$ cat src/rtl/ssg_pkg.sv
// Package: shared mode encoding, tap table and home values for the
// shift sequence generator. Assumes widths between 3 and 16.
package ssg_pkg;

    typedef enum logic [1:0] {
        MODE_RING   = 2'd0,
        MODE_TWIST  = 2'd1,
        MODE_LFSR   = 2'd2,
        MODE_LFSR_B = 2'd3
    } ssg_mode_e;

    localparam int unsigned SSG_MAX_W = 16;

    // Tap mask of a maximal-length Fibonacci register; bit k marks stage k.
    function automatic logic [SSG_MAX_W-1:0] ssg_taps(input int unsigned n);
        logic [SSG_MAX_W-1:0] m;
        case (n)
            3:       m = 16'h0006;
            4:       m = 16'h000C;
            5:       m = 16'h0014;
            6:       m = 16'h0030;
            7:       m = 16'h0060;
            8:       m = 16'h00B8;
            9:       m = 16'h0110;
            10:      m = 16'h0240;
            11:      m = 16'h0500;
            12:      m = 16'h0829;
            13:      m = 16'h100D;
            14:      m = 16'h2015;
            15:      m = 16'h6000;
            16:      m = 16'hD008;
            default: m = 16'h0000;
        endcase
        return m;
    endfunction

    // True when the mode cannot tolerate an all-zero register.
    function automatic logic ssg_needs_token(input logic [1:0] md);
        return (md != MODE_TWIST);
    endfunction

endpackage

$ cat src/rtl/ssg_feedback.sv
// Module: ssg_feedback
// Computes the bit that enters stage 0 on a shift, for the selected mode.
// Assumes WIDTH in 3..16 so that the package tap table has an entry.
// Ring and linear-feedback modes inject a 1 when the register is all zero.
module ssg_feedback
    import ssg_pkg::*;
#(
    parameter int unsigned WIDTH = 8
) (
    input  logic [WIDTH-1:0] cur,
    input  logic [1:0]       mode,
    output logic             fb_bit,
    output logic             is_zero
);

    localparam logic [SSG_MAX_W-1:0] TAPS_FULL = ssg_taps(WIDTH);
    localparam logic [WIDTH-1:0]     TAPS      = TAPS_FULL[WIDTH-1:0];
    localparam int unsigned          MSB       = WIDTH - 1;

    logic [WIDTH-1:0] tapped;

    // One masking gate per stage; untapped stages tie off to zero.
    for (genvar i = 0; i < WIDTH; i++) begin : g_tap
        if (TAPS[i]) begin : g_on
            assign tapped[i] = cur[i];
        end else begin : g_off
            assign tapped[i] = 1'b0;
        end
    end

    // Zero detector shared by the lockup guard and the seed filter.
    assign is_zero = (cur == '0);

    // Select the feedback term from the mode.
    always_comb begin
        case (ssg_mode_e'(mode))
            MODE_RING:  fb_bit = cur[MSB] | is_zero;
            MODE_TWIST: fb_bit = ~cur[MSB];
            default:    fb_bit = (^tapped) | is_zero;
        endcase
    end

endmodule

$ cat src/rtl/ssg_next_sel.sv
// Module: ssg_next_sel
// Chooses the next register value by priority: reset, load, shift, hold.
// Assumes rst_n is synchronous; zero seeds are replaced where they would lock.
module ssg_next_sel
    import ssg_pkg::*;
#(
    parameter int unsigned WIDTH = 8
) (
    input  logic [WIDTH-1:0] cur,
    input  logic [WIDTH-1:0] seed,
    input  logic [1:0]       mode,
    input  logic             rst_n,
    input  logic             load,
    input  logic             shift_en,
    input  logic             fb_bit,
    output logic [WIDTH-1:0] nxt
);

    localparam logic [WIDTH-1:0] TOKEN = WIDTH'(1);

    logic             token_mode;
    logic [WIDTH-1:0] home_val;
    logic [WIDTH-1:0] seed_val;

    // Home value and seed filter depend only on the mode.
    always_comb begin
        token_mode = ssg_needs_token(mode);
        home_val   = token_mode ? TOKEN : '0;
        seed_val   = (token_mode && (seed == '0)) ? TOKEN : seed;
    end

    // Priority selection of the next state.
    always_comb begin
        if (!rst_n) begin
            nxt = home_val;
        end else if (load) begin
            nxt = seed_val;
        end else if (shift_en) begin
            nxt = {cur[WIDTH-2:0], fb_bit};
        end else begin
            nxt = cur;
        end
    end

endmodule

$ cat src/rtl/ssg_stage_reg.sv
// Module: ssg_stage_reg
// The storage stages. All control is folded into nxt, so this is a plain
// edge-triggered register; its contents are unknown until the first reset edge.
module ssg_stage_reg #(
    parameter int unsigned WIDTH = 8
) (
    input  logic             clk,
    input  logic [WIDTH-1:0] nxt,
    output logic [WIDTH-1:0] q
);

    // Capture the next state on every rising edge.
    always_ff @(posedge clk) begin
        q <= nxt;
    end

endmodule

$ cat src/rtl/shift_seq_gen.sv
// Module: shift_seq_gen
// Shift register with ring, twisted-ring or maximal-length linear feedback.
// Assumes 3 <= WIDTH <= 16. Shifts toward the MSB; serial_out is the MSB.
module shift_seq_gen #(
    parameter int unsigned WIDTH = 8
) (
    input  logic             clk,
    input  logic             rst_n,
    input  logic             load,
    input  logic [WIDTH-1:0] seed,
    input  logic [1:0]       mode,
    input  logic             shift_en,
    output logic [WIDTH-1:0] state,
    output logic             serial_out
);

    logic [WIDTH-1:0] state_q;
    logic [WIDTH-1:0] state_nxt;
    logic             fb_bit;
    logic             is_zero;

    ssg_feedback #(.WIDTH(WIDTH)) u_fb (
        .cur     (state_q),
        .mode    (mode),
        .fb_bit  (fb_bit),
        .is_zero (is_zero)
    );

    ssg_next_sel #(.WIDTH(WIDTH)) u_sel (
        .cur      (state_q),
        .seed     (seed),
        .mode     (mode),
        .rst_n    (rst_n),
        .load     (load),
        .shift_en (shift_en),
        .fb_bit   (fb_bit),
        .nxt      (state_nxt)
    );

    ssg_stage_reg #(.WIDTH(WIDTH)) u_reg (
        .clk (clk),
        .nxt (state_nxt),
        .q   (state_q)
    );

    // Drive the outputs from the register.
    assign state      = state_q;
    assign serial_out = state_q[WIDTH-1];

    logic unused_zero;
    assign unused_zero = is_zero;

endmodule

$ cat config.mk
export PLATFORM = sky130hd
export DESIGN_NAME = shift_seq_gen
export DESIGN_NICKNAME = d
export VERILOG_FILES = /design/src/rtl/ssg_pkg.sv /design/src/rtl/ssg_feedback.sv /design/src/rtl/ssg_next_sel.sv /design/src/rtl/ssg_stage_reg.sv /design/src/rtl/shift_seq_gen.sv
export SDC_FILE = /design/constraint.sdc
export NUM_CORES = 1
export LEC_CHECK = 0
export BUFFER_PORTS_ARGS = -buffer_cell sky130_fd_sc_hd__buf_2
export CORE_AREA = 2 2 39 41
export DETAILED_ROUTE_END_ITERATION = 8
export DIE_AREA = 0 0 41 43
export PLACE_DENSITY = 0.67
export SLEW_MARGIN = 20
export SYNTH_ARGS = -nofsm -noshare
export SYNTH_HDL_FRONTEND = slang
export SYNTH_SLANG_ARGS = --single-unit
$ cat constraint.sdc
create_clock -name clk -period 2.22 [get_ports clk]
set_input_delay 0.222 -clock clk [delete_from_list [all_inputs] [get_ports clk]]
set_output_delay 0.222 -clock clk [all_outputs]
set_load 0.1 [all_outputs]
==> qor.yml, run 1 <==
status: "complete, no violations"
insertion_delay_ps: 250
synth_area_per_cell_sq_um: 12.5
cp-end-kind: "flip-flop"
netSwitchingPower_mw: 0.209
cap_viol_max_count: 0
holdBufCountCts: 0
viasPerCell: 4.99
final_common_cell: "buf_2"
slew_viol_final: 0
grt_pass1_wl_um: 1750
path_clk_slew_ps: 50
first_iter_violations: 1
worst_slew_pin_slew_ps: 489
cts_tree: "built"
syn-instance-count: 41
die_area_sq_um: 1760
muxShareOfSynthArea: 0.137
first_global_vias: 435
cts_max_path_buffers: 2
yosysWarnings: 0
synth_area_sq_um: 510
gp_congestion: 0.707
io-pin-count: 23
wl_per_cell_um: 13.2
pwr-share-comb: 0.393
initial_core_util: 0.369
finalNonFillerCells: 80
max_freq_mhz: 609
yosys.area_share.simple: 0.213
die_x_um: 41
dp.cells: 77
synth.yosys.seq_area_share: 0.471
cp_max_fo: 3
synth_compound_area_frac: 0.0858
cp.required_ps: 2300
fin_crit_sh: 0.740
switching_share: 0.418
final_net_count: 81
critPathTopFamily: "simple AND/OR/NAND/NOR gates"
diodes: 0
yosysUniqueCellTypes: 17
antenna_found_initial: 0
area_growth_pct: 28.2
drtAntennaViolNets: 0
mostFrequentLayoutCells: "22 x buf_2, 8 x nor2b_1, 8 x edfxtp_1, 7 x mux2i_1"
clockPowerShare: 0.215
fillers: 137
grtUsageTotal: 0.148
crit_type: "reg -> reg"
cp-start-kind: "flip-flop"
cpMaxStageDelayCell: "or4b_1"
grt_max_degree: 11
vdd_drop_max_uv: 316
max_stage_delay_ps: 430
overflow: 0
die_y_um: 43
p_int_mw: 0.290
hpwlAfterDp_um: 885
synth_top_family_by_area: "simple AND/OR/NAND/NOR gates"
core_area_sq_um: 1380
wirelength_um: 1060
pwr-share-seq: 0.392
setup_viol: 0
worst-path-buf-inv: 1
slew_headroom: 0.676
r2r-start: "u_reg.q[5]$_SDFFCE_PN0P_"
synthAdderAreaFrac: 0.0245
drtPass1Iterations: 2
crit_path_cell_trace: "inv_1 -> ha_1 -> or4b_1 -> nor3_1 -> nor4b_2 -> a311oi_2"
drc_errors: 0
cts-htree-levels: 1
final-hold-violation-count: 0
numCtsBuffers: 3
ys_seq_elements: 8
p_leak_nw: 0.302
drive_gt1_frac: 0.484
hold_class: "in -> reg"
p_total_mw: 0.499
clkSinkCount: 8
arrival_ps: 1720
powerDensity_nw_per_um2: 762
skew_ps: 2.36
via_count: 399
largest_reg_flops: 8
cts_resized: 0
min-delay-start: "seed[4]"
root_buffer: "clkbuf_4"
top_register: "u_reg.q"
cts_setup_buffers: 0
synth-xor-area-share: 0.0172
rsz0062_at_grt: "no"
fin_crit_ps: 1640
largestRegisters: "u_reg.q: 8 flops"
port-buffer-count: 22
syn_nets: 56
num_rows: 14
startpoint: "u_reg.q[5]$_SDFFCE_PN0P_"
layer usage:
metal	part of all wire	global-route usage
met4	0	0.100
met1	0.45	0.173
met5	0	0
met3	0.043	0.0314
met2	0.51	0.228
tightest hold or removal path, delay by kind of cell:
family        cells  cell delay (ps)
simple gates      1              120
mux               1               60
buf+inv           1               90
final timing paths:
path                                                  to  slack [ps]  depth (start not counted)
worst max-delay path                u_reg.q[0]$_DFFE_PP_         580                          6
worst min-delay path            u_reg.q[4]$_SDFFCE_PN0P_         370                          3
worst max register to register      u_reg.q[0]$_DFFE_PP_         580                          6
worst min register to register  u_reg.q[5]$_SDFFCE_PN0P_         680                          2
power by group through the flow:
stage                     combinational [mW]  sequential (mW)  clock (mW)
final                                  0.196            0.195       0.107
after global routing                   0.206            0.198       0.124
after CTS                              0.198            0.196       0.112
after detailed placement               0.197            0.199           0
after global placement                 0.197            0.198           0
after floorplan                       0.0593            0.301           0
kinds of logic after synthesis:
| kind of cell | after synthesis |
|---|---|
| buf+inv | 5 |
| mux | 7 |
| xor+xnor | 1 |
| flops | 8 |
| fa+ha+maj | 1 |
| compound gates | 4 |
| simple gates | 15 |
cells in the mapped netlist, drive strengths merged:
library cell  number  share of area
edfxtp             8           0.47
xnor2              1          0.017
or4                1          0.022
or4b               1          0.020
inv                3          0.022
o21ai              1         0.0098
nor3               1         0.0098
a22oi              1          0.015
ha                 1          0.025
a311oi             1          0.029
nand2b             1          0.012
nor4b              1          0.017
o41ai              1          0.032
buf                2          0.029
nor2b              8          0.098
mux2i              7           0.14
or2b               2          0.034
stage by stage:
stage | util | hold slack (ps) | TNS (ps) | area [sq um] | worst slack (ps)
after global placement | 0.457 | 593 | 0 | 632 | 594
after global routing | 0.473 | 377 | 0 | 654 | 459
final | 0.473 | 373 | 0 | 654 | 577
after CTS | 0.473 | 360 | 0 | 654 | 555
after floorplan | - | 431 | -29.2 | 517 | -29.2
after detailed placement | 0.457 | 617 | 0 | 632 | 566
area by class of cell:
class | count | area (sq um) | share of cell area
timing repair buffer | 22 | 110 | 0.168
clock buffer | 3 | 22.5 | 0.0344
sequential | 8 | 240 | 0.367
multi-input combinational | 28 | 250 | 0.382
inverter | 3 | 11.3 | 0.0172
tap | 16 | 20.0 | 0.0306
Note: power is estimated with default switching activity, not from simulation.
==> run 2, diff against run 1 <==
- ABC_AREA: not set -> 1
- CORE_AREA: 2 2 39 41 -> not set
- CORE_MARGIN: not set -> 1.5
- CORE_UTILIZATION: not set -> 39
- DIE_AREA: 0 0 41 43 -> not set
- PLACE_DENSITY: 0.67 -> 0.71
- clock period: 2.22 -> 1.5 ns (I/O delays scaled with it)
==> qor.yml, run 2 <==
whs_path_depth: 3  # unchanged
fillers: 118  # -14%
yosysWarnings: 0  # unchanged
drtPass1Iterations: 4  # +2
path_clk_slew_ps: 60  # about the same
fin_hold_ws_ps: 216  # -157 ps
largestRegisters: "u_reg.q: 8 flops"
wl_per_cell_um: 11.6  # -12%
rr_endpoint: "u_reg.q[0]$_DFFE_PP_"
port-buffer-count: 22  # unchanged
synthTopCellsByArea: "edfxtp_1 46%, nor2_1 15%, nand2_1 8.7%, inv_1 5.8%, nand3_1 4.8%"
min-delay-start: "seed[1]"
max_freq_mhz: 726  # +19%
final-hold-violation-count: 0  # unchanged
hold_class: "in -> reg"
insertion_delay_ps: 260  # about the same
slew_viol_final: 0  # unchanged
regToRegSetupSlack_ps: 120  # -450 ps
grt_pass1_wl_um: 1840  # +5.2%
cp_common_cell: "nand2_1"
numCtsBuffers: 3  # unchanged
core_area_sq_um: 1170  # -15%
holdBufCountCts: 0  # unchanged
max_stage_delay_ps: 390  # -40 ps
top_layer_used: "met4"
final-seq-area_sq_um: 240  # unchanged
area_growth_pct: 32.7
met1_length_um: 506  # +6.8%
top_register: "u_reg.q"
wirelength_um: 1240  # +17%
yosys.area.top_type: "edfxtp_1"
first_global_vias: 432  # -0.69%
via_count: 545  # +37%
cp.required_ps: 1520  # -780 ps
arrival_ps: 1390  # -330 ps
yosysUniqueCellTypes: 15  # -2
async_reset_ff_frac: 0  # unchanged
final_common_cell: "buf_2"
initial_core_util: 0.441  # +0.0723
die_area_sq_um: 1550  # -12%
gp_congestion: 0.805  # +14%
synth_area_per_cell_sq_um: 7.60  # -39%
drive_gt1_frac: 0.387  # -0.0973
synth.top_cell.area_share: 0.465  # -0.00570
synth-edff-count: 8  # unchanged
p_total_mw: 0.776  # +56%
tns_ps: 0  # unchanged
synth.yosys.seq_area_share: 0.465  # -0.00570
crit_type: "reg -> reg"
final_net_count: 110  # +36%
first_iter_violations: 24  # +23
syn_nets: 83  # +48%
clkSinkCount: 8  # unchanged
antenna_found_initial: 0  # unchanged
powerDensity_nw_per_um2: 1130  # +48%
slew_headroom: 0.676  # about the same
root_buffer: "clkbuf_4"
diodes: 0  # unchanged
worst_slew_pin_slew_ps: 490  # +0.529 ps
die_y_um: 39.4  # -8.4%
cts_max_path_buffers: 2  # unchanged
grt_max_degree: 10  # -1
overflow: 0  # unchanged
wl_met3_um: 179  # +300%
io-pin-count: 23  # unchanged
largest_reg_flops: 8  # unchanged
synth.most_common_cell: "nor2_1"
status: "complete, no violations"
cpMaxStageDelayCell: "edfxtp_1"
p_leak_nw: 0.342  # +13%
met2_wirelength_um: 505  # -6.1%
crit_path_cell_trace: "inv_2 -> ha_4 -> nand2_2 -> nand3_2 -> nand2_1 -> nand2_1 -> nand2_1 -> nand2_1 -> nand2_1 -> nand2_1"
cts-htree-levels: 1  # unchanged
num_rows: 12  # -2
placed_area_sq_um: 633  # +0.20%
synth_area_sq_um: 517  # +1.2%
hpwlAfterDp_um: 908  # +2.6%
min_to: "u_reg.q[1]$_SDFFCE_PN0P_"
fin_crit_ps: 1380  # -265 ps
drtAntennaViolNets: 0  # unchanged
multi_input_comb_area_sq_um: 236  # -5.5%
drc_errors: 0  # unchanged
skew_ps: 4.04  # +1.67 ps
fin_crit_sh: 0.918  # +0.178
viasPerCell: 5.09  # +2.1%
setup_viol: 0  # unchanged
ys_seq_elements: 8  # unchanged
vdd_drop_max_uv: 571  # +80%
synthTopCellsByCount: "20 x nor2_1, 12 x nand2_1, 8 x edfxtp_1, 8 x inv_1, 5 x nand3_1"
rsz0062_at_grt: "yes"
synth_ff_type: "edfxtp_1"
r2r-start: "u_reg.q[4]$_SDFFCE_PN0P_"
cts_tree: "built"
die_x_um: 39.4  # -3.9%
cp-start-kind: "flip-flop"
final_util: 0.585  # +0.113
cp_max_fo: 2  # -1
mostFrequentLayoutCells: "22 x buf_2, 20 x nor2_1, 10 x nand2_1, 8 x edfxtp_1, 5 x inv_1"
fin_area_sq_um: 686  # +4.8%
syn-instance-count: 68  # +66%
worst-r2r-cell-count: 10  # +4
cap_viol_max_count: 0  # unchanged
grtUsageTotal: 0.192  # +0.0438
cp-end-kind: "flip-flop"
[run 2: worst max-delay path by stage]
| stage | from | end |
|---|---|---|
| floorplan | u_reg.q[4]$_SDFFCE_PN0P_ | u_reg.q[0]$_DFFE_PP_ |
| global placement | u_reg.q[5]$_SDFFCE_PN0P_ | u_reg.q[0]$_DFFE_PP_ |
| detailed placement | u_reg.q[4]$_SDFFCE_PN0P_ | u_reg.q[0]$_DFFE_PP_ |
| CTS | u_reg.q[4]$_SDFFCE_PN0P_ | u_reg.q[0]$_DFFE_PP_ |
| global route | u_reg.q[5]$_SDFFCE_PN0P_ | u_reg.q[0]$_DFFE_PP_ |
| finish | u_reg.q[4]$_SDFFCE_PN0P_ | u_reg.q[0]$_DFFE_PP_ |
[run 2: where the power goes]
group	leakage, nW	internal (mW)	switching [mW]	total, mW
logic	0.240	0.0717	0.245	0.317
registers	0.0884	0.272	0.0185	0.291
clock network	0.0138	0.0918	0.0767	0.169
total	0.342	0.435	0.341	0.776
[run 2: cell families after synthesis]
| kind of cell | Yosys count | share of synthesized area |
|---|---|---|
| AND/OR/NAND/NOR | 38 | 0.293 |
| adder cells (fa/ha/maj) | 1 | 0.0242 |
| AO/OA/AOI/OAI | 9 | 0.0968 |
| buffers and inverters | 12 | 0.121 |
| flip-flops | 8 | 0.465 |
[run 2: metrics by stage]
| step | cells | worst slack, ps |
|---|---|---|
| global placement | 103 | 138 |
| floorplan | 68 | -595 |
| CTS | 106 | 80.2 |
| global route | 107 | -8.67 |
| detailed placement | 103 | 89.9 |
| finish | 107 | 122 |
[run 2: worst max-delay path, delay by kind of cell, from the launching register on]
family	cells	cell delay (ps)
simple gates	8	430
buf+inv	1	100
fa+ha+maj	1	210
flops	1	390
[run 2: repair_timing]
action                     CTS  global route
gates resized for setup      0             7
setup endpoints to repair    0             1
setup buffers                0             1
[run 2: layout make-up]
class / instances / share of cell area
Multi-Input combinational cell: 48 / 0.345
Inverter: 10 / 0.0639
Clock buffer: 3 / 0.0328
Sequential cell: 8 / 0.350
Timing Repair Buffer: 24 / 0.182
Tap cell: 14 / 0.0255
[run 2: layer usage]
layer / vias up / GRT usage
li1: 270 / -
met1: 222 / 0.254
met2: 46 / 0.238
met3: 7 / 0.0568
met4: 0 / 0.181
met5: - / 0
